<file path="src/rtl/tbp_pkg.sv">
package tbp_pkg;
  typedef enum logic [2:0] {
    ST_IDLE    = 3'd0,
    ST_ISSUE_A = 3'd1,
    ST_WAIT_A  = 3'd2,
    ST_ISSUE_B = 3'd3,
    ST_WAIT_B  = 3'd4
  } tbp_state_e;
endpackage

</file>
<file path="src/rtl/tbp_pair_judge.sv">
// Holds the toggle bit of the first read of a pair and judges the pair
// when the second response arrives.
module tbp_pair_judge #(
  parameter int DATA_W      = 8,
  parameter int TOGGLE_IDX  = 6,
  parameter int TIMEOUT_IDX = 5
) (
  input  logic              clk,
  input  logic              rst_n,
  input  logic              cap_en,
  input  logic [DATA_W-1:0] rd_data,
  output logic              toggled,
  output logic              timeout_seen
);
  logic first_tog_q;
  logic first_tog_d;

  always_comb begin
    first_tog_d = first_tog_q;
    if (cap_en) first_tog_d = rd_data[TOGGLE_IDX];
  end

  always_ff @(posedge clk or negedge rst_n) begin
    if (!rst_n) first_tog_q <= 1'b0;
    else        first_tog_q <= first_tog_d;
  end

  assign toggled      = first_tog_q ^ rd_data[TOGGLE_IDX];
  assign timeout_seen = rd_data[TIMEOUT_IDX];
endmodule

</file>
<file path="src/rtl/tbp_poll_limit.sv">
// Counts pairs whose toggle bit changed and flags when the limit is reached.
module tbp_poll_limit #(
  parameter int CNT_W = 16
) (
  input  logic             clk,
  input  logic             rst_n,
  input  logic             load,
  input  logic             inc,
  input  logic [CNT_W-1:0] limit_i,
  output logic             limit_hit
);
  localparam logic [CNT_W-1:0] ONE = CNT_W'(1);

  logic [CNT_W-1:0] cnt_q, cnt_d;
  logic [CNT_W-1:0] lim_q, lim_d;
  logic [CNT_W:0]   cnt_next_ext;

  always_comb begin
    cnt_d = cnt_q;
    lim_d = lim_q;
    if (load) begin
      cnt_d = '0;
      lim_d = (limit_i == '0) ? ONE : limit_i;
    end else if (inc) begin
      cnt_d = cnt_q + ONE;
    end
  end

  always_ff @(posedge clk or negedge rst_n) begin
    if (!rst_n) begin
      cnt_q <= '0;
      lim_q <= ONE;
    end else begin
      cnt_q <= cnt_d;
      lim_q <= lim_d;
    end
  end

  assign cnt_next_ext = {1'b0, cnt_q} + {1'b0, ONE};
  assign limit_hit    = cnt_next_ext >= {1'b0, lim_q};
endmodule

</file>
<file path="src/rtl/tbp_seq.sv">
// Sequencer: issues reads one at a time and turns pair verdicts into pulses.
module tbp_seq
  import tbp_pkg::*;
(
  input  logic clk,
  input  logic rst_n,
  input  logic start_i,
  input  logic rd_ack_i,
  input  logic toggled,
  input  logic timeout_seen,
  input  logic limit_hit,
  output logic rd_req_o,
  output logic cap_en,
  output logic cnt_load,
  output logic cnt_inc,
  output logic done_o,
  output logic fail_o,
  output logic reset_cmd_o
);
  tbp_state_e state_q, state_d;
  logic recheck_q, recheck_d;
  logic done_q, done_d;
  logic fail_q, fail_d;
  logic rcmd_q, rcmd_d;

  always_comb begin
    state_d   = state_q;
    recheck_d = recheck_q;
    done_d    = 1'b0;
    fail_d    = 1'b0;
    rcmd_d    = 1'b0;
    cap_en    = 1'b0;
    cnt_load  = 1'b0;
    cnt_inc   = 1'b0;
    unique case (state_q)
      ST_IDLE: begin
        if (start_i) begin
          state_d   = ST_ISSUE_A;
          recheck_d = 1'b0;
          cnt_load  = 1'b1;
        end
      end
      ST_ISSUE_A: state_d = ST_WAIT_A;
      ST_WAIT_A: begin
        if (rd_ack_i) begin
          cap_en  = 1'b1;
          state_d = ST_ISSUE_B;
        end
      end
      ST_ISSUE_B: state_d = ST_WAIT_B;
      ST_WAIT_B: begin
        if (rd_ack_i) begin
          if (!toggled) begin
            done_d  = 1'b1;
            state_d = ST_IDLE;
          end else if (recheck_q) begin
            fail_d  = 1'b1;
            rcmd_d  = 1'b1;
            state_d = ST_IDLE;
          end else if (timeout_seen) begin
            recheck_d = 1'b1;
            state_d   = ST_ISSUE_A;
          end else if (limit_hit) begin
            fail_d  = 1'b1;
            rcmd_d  = 1'b1;
            state_d = ST_IDLE;
          end else begin
            cnt_inc = 1'b1;
            state_d = ST_ISSUE_A;
          end
        end
      end
      default: state_d = ST_IDLE;
    endcase
  end

  always_ff @(posedge clk or negedge rst_n) begin
    if (!rst_n) begin
      state_q   <= ST_IDLE;
      recheck_q <= 1'b0;
      done_q    <= 1'b0;
      fail_q    <= 1'b0;
      rcmd_q    <= 1'b0;
    end else begin
      state_q   <= state_d;
      recheck_q <= recheck_d;
      done_q    <= done_d;
      fail_q    <= fail_d;
      rcmd_q    <= rcmd_d;
    end
  end

  assign rd_req_o    = (state_q == ST_ISSUE_A) || (state_q == ST_ISSUE_B);
  assign done_o      = done_q;
  assign fail_o      = fail_q;
  assign reset_cmd_o = rcmd_q;
endmodule

</file>
<file path="src/rtl/toggle_poll_ctrl.sv">
module toggle_poll_ctrl #(
  parameter int DATA_W      = 8,
  parameter int TOGGLE_IDX  = 6,
  parameter int TIMEOUT_IDX = 5,
  parameter int CNT_W       = 16,
  parameter int SYNC_STAGES = 2
) (
  input  logic              clk,
  input  logic              rst_n,
  input  logic              start_i,
  input  logic [CNT_W-1:0]  max_polls_i,
  output logic              rd_req_o,
  input  logic              rd_ack_i,
  input  logic [DATA_W-1:0] rd_data_i,
  output logic              done_o,
  output logic              fail_o,
  output logic              reset_cmd_o
);
  logic [SYNC_STAGES-1:0] rst_sync_q;
  logic rst_n_sync;
  logic toggled, timeout_seen, limit_hit;
  logic cap_en, cnt_load, cnt_inc;

  // Asynchronous assertion, synchronous release.
  always_ff @(posedge clk or negedge rst_n) begin
    if (!rst_n) rst_sync_q <= '0;
    else        rst_sync_q <= {rst_sync_q[SYNC_STAGES-2:0], 1'b1};
  end
  assign rst_n_sync = rst_sync_q[SYNC_STAGES-1];

  tbp_pair_judge #(
    .DATA_W(DATA_W), .TOGGLE_IDX(TOGGLE_IDX), .TIMEOUT_IDX(TIMEOUT_IDX)
  ) u_judge (
    .clk(clk), .rst_n(rst_n_sync), .cap_en(cap_en), .rd_data(rd_data_i),
    .toggled(toggled), .timeout_seen(timeout_seen)
  );

  tbp_poll_limit #(.CNT_W(CNT_W)) u_limit (
    .clk(clk), .rst_n(rst_n_sync), .load(cnt_load), .inc(cnt_inc),
    .limit_i(max_polls_i), .limit_hit(limit_hit)
  );

  tbp_seq u_seq (
    .clk(clk), .rst_n(rst_n_sync), .start_i(start_i), .rd_ack_i(rd_ack_i),
    .toggled(toggled), .timeout_seen(timeout_seen), .limit_hit(limit_hit),
    .rd_req_o(rd_req_o), .cap_en(cap_en), .cnt_load(cnt_load),
    .cnt_inc(cnt_inc), .done_o(done_o), .fail_o(fail_o),
    .reset_cmd_o(reset_cmd_o)
  );
endmodule

</file>
<file path="config.mk">
export PLATFORM = sky130hd
export DESIGN_NAME = toggle_poll_ctrl
export DESIGN_NICKNAME = d
export VERILOG_FILES = /design/src/rtl/tbp_pkg.sv /design/src/rtl/tbp_pair_judge.sv /design/src/rtl/tbp_poll_limit.sv /design/src/rtl/tbp_seq.sv /design/src/rtl/toggle_poll_ctrl.sv
export SDC_FILE = /design/constraint.sdc
export NUM_CORES = 1
export LEC_CHECK = 0
export CORE_MARGIN = 2
export CORE_UTILIZATION = 42
export CTS_CLUSTER_SIZE = 25
export DETAILED_ROUTE_END_ITERATION = 10
export GPL_ROUTABILITY_DRIVEN = 0
export SETUP_SLACK_MARGIN = 0.05
export SLEW_MARGIN = 20
export SYNTH_ARGS = -nofsm -noshare
export SYNTH_HDL_FRONTEND = slang
export SYNTH_SLANG_ARGS = --single-unit
export TNS_END_PERCENT = 30
</file>
<file path="constraint.sdc">
create_clock -name clk -period 3.32 [get_ports clk]
set_input_delay 0.498 -clock clk [delete_from_list [all_inputs] [get_ports clk]]
set_output_delay 0.498 -clock clk [all_outputs]
set_load 0.02 [all_outputs]
</file>
# --- Word-level counts from Yosys, hierarchy flattened ---
# Index checks and enable logic that the tools add are counted.
# Widths: inputs -> output; s select.
totals:
  register_bits: 41
  latchBits: 0
  mem_bits_rw: 0
  rom_bits: 0
  inputBits: 28
  out_inout_bits: 4
  wordCells: 63
  n_memories: 0
op_classes:
  addsub: 2
  multipliers: 0
  div_mod_pow: 0
  order_cmp: 1
  n_eq_ne: 8
  shifts: 0
  mux: 36
  n_bitwise: 1
  reduce_logical: 7
op_table:
  columns: ["cell", "count"]
  rows:
  - ["$mux 16", 3]
  - ["$mux 1", 25]
  - ["$mux 3", 6]
  - ["$add 16x1->17 const B", 1]
  - ["$ge 17x16->1", 1]
  - ["$add 16x1->16 const B", 1]
  - ["$logic_not 16->1", 1]
  - ["$pmux 3 s5", 1]
  - ["$eq 3x2->1 const B", 2]
  - ["$ne 2x2->1 const B", 3]
  - ["$reduce_and 4->1", 1]
  - ["$reduce_bool 2->1", 2]
  - ["$eq 3x1->1 const B", 1]
  - ["$eq 3x3->1 const B", 1]
  - ["$logic_not 3->1", 1]
  - ["$reduce_and 3->1", 1]
  - ["$ne 2x1->1 const B", 1]
  - ["$pmux 1 s2", 1]
  - ["$logic_or 1x1->1", 1]
  - ["$xor 1x1->1", 1]

# --- Depth between registers and ports, before layout ---
# Gate-level depths: netlist of run 1.
depth:
  ltp_word: 10
  ltp_mapped: 13
  depth_no_buf: 12

# --- Hierarchy ---
# Synthesis of run 1 repeated with hierarchy kept, for this count alone.
hier_totals:
  hier_cells: 262
  hier_area_um2: 2408.6
by_module_without_submodules:
  columns: ["module", "n_inst", "cells_each", "area_per_inst_um2", "seq_area_each_um2"]
  rows:
  - ["tbp_poll_limit", 1, 223, 1978.1, 802.0]
  - ["tbp_seq", 1, 32, 320.3, 150.1]
  - ["tbp_pair_judge", 1, 4, 56.3, 25.0]
  - ["toggle_poll_ctrl", 1, 3, 53.8, 50.0]

# --- Worst setup path after synthesis of run 1 ---
# OpenSTA, ideal clock, no wires.
synth_path:
  kind: "register -> register"
  startpoint: "register u_limit.cnt_q[0]"
  endpoint: "register u_limit.cnt_q[2]"
  setup_time_ps: 130
  t_arrival_ps: 2965
  required_time_ps: 3190
  slack_ps: 225
  path_stages_with_launch: 13
  n_path_buf: 1
  period_less_slack_ps: 3095
  path_cell_list: "dfrtp_1 > ha_1 > nand3_2 > or3_4 > and2_1 > or2_2 > ha_1 > nand4_1 > nor3_1 > o41ai_4 > and3_4 > buf_8 > o31ai_2"
synth_via:
  elab_chain_cells: 9
  word_cells_on_any_way: 12
  cone_classes: "2 x add/sub; 1 x order compare; 8 x mux; 1 x reduce/logical"
synth_lines:
  columns: ["item", "line_no", "rtl"]
  rows:
  - ["start, declared", "tbp_poll_limit.sv:14", "logic [CNT_W-1:0] cnt_q, cnt_d;"]
  - ["start signal, assigned", "tbp_poll_limit.sv:34", "cnt_q <= cnt_d;"]
  - ["$add 16x1->17", "tbp_poll_limit.sv:39", "assign cnt_next_ext = {1'b0, cnt_q} + {1'b0, ONE};"]
  - ["$ge 17x16->1", "tbp_poll_limit.sv:40", "assign limit_hit = cnt_next_ext >= {1'b0, lim_q};"]
  - ["$mux 1", "tbp_seq.sv:63", "end else if (limit_hit) begin"]
  - ["$mux 1", "tbp_seq.sv:60", "end else if (timeout_seen) begin"]
  - ["$mux 1", "tbp_seq.sv:56", "end else if (recheck_q) begin"]
  - ["$mux 1", "tbp_seq.sv:53", "if (!toggled) begin"]
  - ["$mux 1", "tbp_seq.sv:52", "if (rd_ack_i) begin"]
  - ["$mux 1", "tbp_seq.sv:35", "unique case (state_q)"]
  - ["$reduce_bool 2->1 (no source line)", null, null]
# Several ways; a longest one is shown, not always the timed one. The select of a mux whose other input is x is not followed.
# A chain may end at the register's enable or synchronous reset.

# --- Final worst setup path of run 1 ---
layout_path:
  startpoint: "register u_limit.cnt_q[0]"
  endpoint: "register u_limit.cnt_q[15]"
# Same word-level chain as after synthesis.

==> results.toml, run 1 <==
[floorplanning]
io-pin-count = 32
die_x_um = 81.2
die_y_um = 81.2
row_count = 28
coreArea_um2 = 5850
initial_core_util = 0.428
die_area_um2 = 6590

[synth]
synth_ff_type = "dfrtp_1"
synth_top_area_frac = 0.400
synth_top_family_by_area = "simple AND/OR/NAND/NOR gates"
synth-simple-area-share = 0.233
syn-num-nets = 314
synth_mux_area_frac = 0.0220
synth_compound_area_frac = 0.145
synth_top_cells_by_count = "dfrtp_1 (40), nand2_1 (32), inv_1 (23)"
async_flop_share = 1.00
yosys_warnings = 0
synth_xor_area_frac = 0.0450
yosysTopAreaCell = "dfrtp_1"
avgSynthCellArea_um2 = 9.30
synth_most_common_cell = "dfrtp_1"
synthAdderAreaFrac = 0.0850
seq_area_frac_synth = 0.411
synthesis.area_um2 = 2500
ys_ff_latch = 41
netlist_instances = 269
synth_area_leaders = "dfrtp_1 (40%), ha_1 (8.5%), nand2_1 (4.8%)"
synth_cell_types = 47
synth_edf_count = 0

[routing]
dr.pass1.iters = 4
dr.first_iter.drc_count = 75
drc_errors = 0
ant_nets = 0
wl_mm = 5.39
vias = 1941
vias_per_cell = 5.11
wl_per_cell_um = 14.2

[power]
p_seq_frac = 0.439
power.leakage_nw = 1.38
switching_share = 0.356
power.total_mw = 1.63
combPwrFrac = 0.337
pwr-share-clk = 0.224
peakVddDrop_mv = 0.299
p_int_mw = 1.05
powerDensity_nw_per_um2 = 538
p_sw_mw = 0.579

[place]
hpwlAfterDp_mm = 4.04
post-place-ws_ns = 0.142
place_inst = 370
port_buffers = 25

[clock_tree]
htreeDepth = 2
cts_tree = "done"
cts-buffers-inserted = 5
clk_pin_slew_ns = 0.08
clock_path_buffers = 2
cts_root_buf = "clkbuf_8"
cts.sinks = 41
clk_latency_ns = 0.30
cts_hold_buf = 0

[critical_path]
start_kind = "register"
worst_setup_path_end_kind = "register"
worstPathArrival_ns = 3.36
path_class = "reg2reg"
startpoint = "u_limit.cnt_q[0]$_DFFE_PN0P_"
crit_fanout = 5
reg2reg_from = "u_limit.cnt_q[0]$_DFFE_PN0P_"
critPathRequiredTime_ns = 3.50

[grt]
grt_pass1_wl_mm = 9.43
antenna_found_initial = 0
grt_pass1_vias = 2061
grt_overflow_total = 0
track_usage = 0.190
grt_max_degree = 27

[timing]
layout_setup_ws_ns = 0.143
tns_ns = 0
grt_setup_unrepaired = "yes"
period_needed_ns = 3.18
timing.final.crit_share = 0.957
fmax_mhz = 315
setup_viol = 0
slew_headroom = 0.508
report.final.slew_viol_count = 0
final-hold-violation-count = 0
skew_ns = 0.00464
tightest_slew_ns = 0.738
timing.hold.ws_ns = 0.308

[final_layout]
fillers = 557
fin_cells = 380
diodes = 0
fin_nets = 349
syn2layout_area_growth_pct = 21.1
drive_above_1_share = 0.177

[status]
status = "finished, final reports clean"

[job]
drv_cap = 0

[worst_hold_path]
hold_path.class = "reg2async"
critical path, cell delays in order, from the launching register on:
cell and delay (ns):
dfrtp_1 0.36, ha_2 0.20, nand3_2 0.09, or3_4 0.44, and2_1 0.18, or2_2 0.33, ha_4 0.25, nand4_1 0.13
nor3_2 0.08, o41ai_4 0.36, buf_4 0.20, nand3_2 0.10, mux2_1 0.33
registers in the layout (all words and copies together) (netlist names):
signal / count
u_seq.recheck_q: 1
u_limit.cnt_q: 16
rst_sync_q: 2
u_limit.lim_q: 16
u_seq.state_q: 3
u_judge.first_tog_q: 1
u_seq.fail_o: 1
u_seq.done_o: 1
worst paths after layout:
| check | to | slack [ns] | cells past startpoint |
|---|---|---|---|
| worst max-delay path | u_limit.cnt_q[15]$_DFFE_PN0P_ | 0.14 | 12 |
| worst min-delay path | u_limit.lim_q[14]$_DFFE_PN0P_ | 0.31 | 0 |
| worst max register to register | u_limit.cnt_q[15]$_DFFE_PN0P_ | 0.14 | 12 |
| worst min register to register | u_limit.lim_q[14]$_DFFE_PN0P_ | 0.31 | 0 |
| max in group asynchronous | u_limit.cnt_q[0]$_DFFE_PN0P_ | 2.23 | 1 |
| min in group clk | rst_sync_q[1]$_DFF_PN0_ | 0.36 | 0 |
layer usage:
layer	GRT usage	share of wire
met4	0.0508	0.011
met1	0.241	0.48
met3	0.0411	0.026
met5	0	0
met2	0.326	0.48
power by group through the flow:
stage	Clock, mW	Sequential [mW]	Combinational, mW
floorplan	0	0.689	0.404
global placement	0	0.723	0.528
detailed placement	0	0.726	0.541
CTS	0.379	0.717	0.543
global route	0.404	0.734	0.643
finish	0.365	0.715	0.548
through the flow:
stage	instance area, um2	util
detailed placement	2890	0.494
global placement	2890	0.494
floorplan	2500	-
CTS	2990	0.511
global route	3030	0.518
finish	3030	0.518
cell usage in the layout, fill, tap and decap left out, types with 2 or more instances in the layout:
cell type / count
a21oi_1: 8
a31oi_1: 2
and2_1: 3
and3_1: 2
and3_4: 2
and4_1: 2
buf_4: 11
clkbuf_8: 7
clkdlybuf4s50_1: 25
dfrtp_1: 40
ha_1: 15
inv_1: 23
mux2_1: 3
nand2_1: 32
nand3_1: 18
nand3_2: 2
nand4_1: 6
nor2_1: 18
nor2_2: 3
nor2b_1: 6
nor3_1: 2
nor4_1: 3
o211ai_1: 4
o21ai_0: 18
o21ai_2: 8
o31ai_1: 3
o31ai_2: 2
or2_2: 4
xnor2_1: 7
xor2_1: 4
kinds of logic after synthesis:
group | count (synthesis)
fa+ha+maj | 17
mux | 5
flops | 41
compound gates | 51
simple gates | 109
xor+xnor | 12
other cells | 1
buf+inv | 33
final cells by class:
type,instances,area (um2),share of cell area
clock inverters,1,5.00,0.00165
multi-input cells,196,1370,0.451
flip-flops and latches,41,1030,0.339
clock buffers,7,96.3,0.0318
inverters,23,86.3,0.0285
well taps,75,93.8,0.0310
repair buffers,37,353,0.117
timing repair:
item / in CTS / in global routing
gates resized for setup: 0 / 4
buffers inserted: 0 / 1
setup endpoints to repair: 0 / 18
(Power assumes the default switching activity.)
==> inputs of run 2 (changes only) <==
CORE_UTILIZATION = 40   (was 42)
MAX_ROUTING_LAYER = met4   (was unset)
RECOVER_POWER = 100   (was unset)
==> results.toml, run 2 (same netlist as run 1, synthesis figures left out) <==
[clock_tree]
clock_path_buffers = 2
cts-buffers-inserted = 5
cts_tree = "done"
cts_hold_buf = 0
htreeDepth = 2
clk_latency_ns = 0.29
cts_root_buf = "clkbuf_8"
cts.sinks = 41
clk_pin_slew_ns = 0.08

[grt]
global_route.usage.met3 = 0.0378
grt_pass1_wl_mm = 9.34
grt_max_degree = 25
grt_pass1_vias = 1940
grt_busiest_layer = "met2"
grt_overflow_total = 0
met1_usage = 0.230
antenna_found_initial = 0
use_met2 = 0.262
track_usage = 0.172

[floorplanning]
row_count = 28
initial_core_util = 0.418
die_area_um2 = 6900
io-pin-count = 32
die_x_um = 83.1
die_y_um = 83.1
coreArea_um2 = 5990

[final_layout]
reg.largest.list = "u_limit.cnt_q (16), u_limit.lim_q (16), u_seq.state_q (3)"
fin_nets = 351
diodes = 0
final_common_cell = "dfrtp_1"
final_cell_mix = "dfrtp_1 (40), nand2_1 (32), inv_1 (23), nor2_1 (19)"
drive_above_1_share = 0.169
syn2layout_area_growth_pct = 22.2

[power]
peakVddDrop_mv = 0.309
powerDensity_nw_per_um2 = 553
power.leakage_nw = 1.40

[place]
hpwlAfterDp_mm = 3.96
port_buffers = 25

[timing]
report.final.slew_viol_count = 0
period_needed_ns = 3.18
fmax_mhz = 315
grt_setup_unrepaired = "yes"
tns_ns = 0
timing.hold.ws_ns = 0.362
timing.final.crit_share = 0.957
final-hold-violation-count = 0
slew_headroom = 0.343
skew_ns = 0.00333
setup_viol = 0
tightest_slew_ns = 0.985

[routing]
dr.pass1.iters = 4
dr.first_iter.drc_count = 117
vias_per_cell = 5.15
wl_mm = 5.41
ant_nets = 0
vias = 1966
wl_per_cell_um = 14.2
drc_errors = 0

[critical_path]
start_kind = "register"
critPathRequiredTime_ns = 3.50
worstPathArrival_ns = 3.36
path_class = "reg2reg"
worst_setup_path_end_kind = "register"
crit_fanout = 5

[worst_hold_path]
hold_path.class = "reg2reg"

[status]
status = "finished, final reports clean"

[job]
drv_cap = 0
## run 2: changes by cell type in the layout (fill, tap and decap cells not counted), sizes merged
cell / previous run / this run
clkdlybuf4s50: 25 / 17
dlygate4sd3: 0 / 8
clkbuf: 7 / 10
buf: 12 / 11
bufinv: 0 / 1
clkinv: 1 / 0
## run 2: repair_timing
action,in CTS,in global routing
setup buffers,0,4
endpoints found under the setup margin,0,18
resized for setup,0,7
## run 2: worst max-delay path, stage by stage, from the launching register on
cell,delay (ns)
dfrtp_1,0.36
ha_2,0.21
nand3_2,0.09
or3_4,0.43
buf_4,0.16
nor3_4,0.20
xor2_2,0.20
ha_1,0.28
a21oi_1,0.14
o21ai_0,0.09
a31oi_1,0.22
and3_4,0.27
nand3_4,0.09
mux2_1,0.32
## run 2: final cells by class
cell class	count	area (um2)
tap	75	93.8
inverter	23	86.3
timing repair buffer	39	357
multi-input combinational	196	1380
clock buffer	7	86.3
sequential	41	1030
fill	561	2940
clock inverter	1	30.0
## run 2: layer usage
metal  up-vias  part of all wire  wire length (um)
met5         -                 0                 0
met4         0             0.015                82
met3         7             0.040               214
met2        49              0.46              2470
met1       908              0.49              2650
li1       1002                 -                 -
## run 2: per-stage QoR
| step | setup slack, ns | power (mW) | instances | utilization | cell area [um2] |
|---|---|---|---|---|---|
| 6_report | 0.144 | 1.69 | 382 | 0.510 | 3060 |
| 5_1_grt | -0.0102 | 1.83 | 382 | 0.510 | 3060 |
| 4_1_cts | 0.145 | 1.70 | 377 | 0.500 | 3000 |
| 3_5_place_dp | 0.171 | 1.27 | 369 | 0.481 | 2880 |
| 3_3_place_gp | 0.194 | 1.25 | 369 | 0.481 | 2880 |
| 2_1_floorplan | 0.225 | 1.09 | 269 | - | 2500 |
## run 2: where the power goes
group / switching (mW) / internal, mW
clock network: 0.179 / 0.245
logic: 0.329 / 0.223
registers: 0.0826 / 0.632
total: 0.590 / 1.10
## run 2: path summary, 6_finish.rpt
kind	start	end	slack, ns	cells past startpoint
min in group asynchronous	rst_sync_q[1]$_DFF_PN0_	u_limit.lim_q[15]$_DFFE_PN0P_	0.38	0
min reg2reg	rst_sync_q[0]$_DFF_PN0_	rst_sync_q[1]$_DFF_PN0_	0.36	0
min	rst_sync_q[0]$_DFF_PN0_	rst_sync_q[1]$_DFF_PN0_	0.36	0
max reg2reg	u_limit.cnt_q[1]$_DFFE_PN0P_	u_limit.cnt_q[15]$_DFFE_PN0P_	0.14	13
max in group asynchronous	rst_sync_q[1]$_DFF_PN0_	u_limit.cnt_q[2]$_DFFE_PN0P_	1.55	1
max	u_limit.cnt_q[1]$_DFFE_PN0P_	u_limit.cnt_q[15]$_DFFE_PN0P_	0.14	13
==> inputs of run 3 (changes only) <==
MAX_ROUTING_LAYER = unset   (was met4)
clock period = 2.6 ns   (was 3.32 ns; I/O delays follow)
==> results.toml, run 3 (same netlist as run 1, synthesis figures left out) <==
[floorplanning]
die_area_um2 = 6900
io-pin-count = 32
row_count = 28
die_x_um = 83.1
die_y_um = 83.1
coreArea_um2 = 5990
initial_core_util = 0.418

[timing]
report.final.slew_viol_count = 0
skew_ns = 0.00404
setup_viol = 18
layout_setup_ws_ns = -0.400
period_needed_ns = 3.00
grt_setup_unrepaired = "yes"
fmax_mhz = 333
final-hold-violation-count = 0
tightest_slew_ns = 1.39
slew_headroom = 0.0715
timing.final.crit_share = 1.15

[routing]
ant_nets = 0
top_layer = "met4"
wl_mm = 6.11
dr_wl_met2_mm = 3.00
drc_errors = 0
wl_per_cell_um = 14.5
vias = 2144
dr.pass1.iters = 4
dr.first_iter.drc_count = 68
wirelength_met1_mm = 2.79
vias_per_cell = 5.08
wl_met3_um = 194

[grt]
grt_pass1_wl_mm = 10.7
track_usage = 0.191
grt_overflow_total = 0
grt_max_degree = 26
antenna_found_initial = 0
grt_pass1_vias = 2328

[critical_path]
cp_top_family = "simple AND/OR/NAND/NOR gates"
path_cells = "buf_4 -> buf_4 -> nand4_1 -> nor3_1 -> buf_4 -> and4_1 -> nor2_1 -> or2_4 -> ha_4 -> nand4_1 -> nor2_2 -> buf_4 -> o41ai_4 -> buf_4 -> nand3_4 -> mux2_1"
start_kind = "register"
critPathRequiredTime_ns = 2.79
crit_buf_inv = 5
critPathSlowestCell = "dfrtp_1"
max_stage_delay_ns = 0.37
worstPathArrival_ns = 3.19
worst_setup_path_end_kind = "register"
crit_fanout = 5
path_class = "reg2reg"
crit_top_cell = "buf_4"

[final_layout]
reg.largest.list = "u_limit.cnt_q (16), u_limit.lim_q (16), u_seq.state_q (3)"
drive_above_1_share = 0.311
syn2layout_area_growth_pct = 39.4
final_cell_mix = "buf_4 (50), dfrtp_1 (40), nand2_1 (32), inv_1 (23), clkdlybuf4s50_1 (19)"
diodes = 0
stdcell_area_um2 = 3490
fin_nets = 391
final_common_cell = "buf_4"

[power]
power.leakage_nw = 1.63
power.total_mw = 2.36
powerDensity_nw_per_um2 = 676
peakVddDrop_mv = 0.405

[clock_tree]
htreeDepth = 2
cts_tree = "done"
cts-buffers-inserted = 5
cts_root_buf = "clkbuf_8"
clk_pin_slew_ns = 0.08
clk_latency_ns = 0.30
cts.sinks = 41
clock_path_buffers = 2
cts_hold_buf = 0

[status]
status = "finished, violations left"
failed_checks = "negative setup slack"

[job]
drv_cap = 0

[place]
postPlaceCellArea_um2 = 3150
post-place-ws_ns = -0.417
hpwlAfterDp_mm = 4.26
port_buffers = 25

[worst_hold_path]
hold_path.class = "reg2async"
-- run 3: metrics by stage --
stage                     TNS [ns]  hold slack [ns]  utilization  std cells
after global placement       -6.47            0.290        0.526        400
final                        -6.29            0.248        0.582        422
after global routing         -8.70            0.312        0.582        422
after detailed placement     -6.86            0.300        0.526        400
after CTS                    -5.64            0.235        0.582        422
after floorplan              -5.75           0.0944            -        269
-- run 3: final timing paths --
kind / cells after the start / slack (ns) / endpoint / start
setup / recovery: 16 / -0.40 / u_limit.cnt_q[11]$_DFFE_PN0P_ / u_limit.cnt_q[0]$_DFFE_PN0P_
hold / removal: 0 / 0.25 / u_seq.recheck_q$_DFFE_PN0P_ / rst_sync_q[1]$_DFF_PN0_
setup reg to reg: 16 / -0.40 / u_limit.cnt_q[11]$_DFFE_PN0P_ / u_limit.cnt_q[0]$_DFFE_PN0P_
hold reg to reg: 0 / 0.25 / u_seq.recheck_q$_DFFE_PN0P_ / rst_sync_q[1]$_DFF_PN0_
max in group asynchronous: 1 / 0.67 / u_limit.cnt_q[7]$_DFFE_PN0P_ / rst_sync_q[1]$_DFF_PN0_
min in group clk: 0 / 0.37 / rst_sync_q[1]$_DFF_PN0_ / rst_sync_q[0]$_DFF_PN0_
-- run 3: cell type report --
cell class | instances | area, um2
Timing Repair Buffer | 79 | 664
Tap cell | 75 | 93.8
Sequential cell | 41 | 1030
Inverter | 23 | 86.3
Multi-Input combinational cell | 196 | 1480
Clock inverter | 3 | 65.1
Clock buffer | 5 | 68.8
Fill cell | 508 | 2500
-- run 3: power by group --
| part | internal [mW] | switching, mW |
|---|---|---|
| Clock | 0.382 | 0.244 |
| Combinational | 0.357 | 0.465 |
| Sequential | 0.807 | 0.103 |
-- run 3: repair_timing --
action,4_1_cts,5_1_grt
setup endpoints to repair,18,18
gates resized for setup,19,3
setup buffers,13,0
gates cloned,1,0
pin swaps,13,1
-- run 3: per-layer routing --
metal,track usage,vias to the layer above
met2,0.331,32
met3,0.0388,11
li1,-,1082
met5,0,-
met1,0.233,1019
met4,0.0745,0
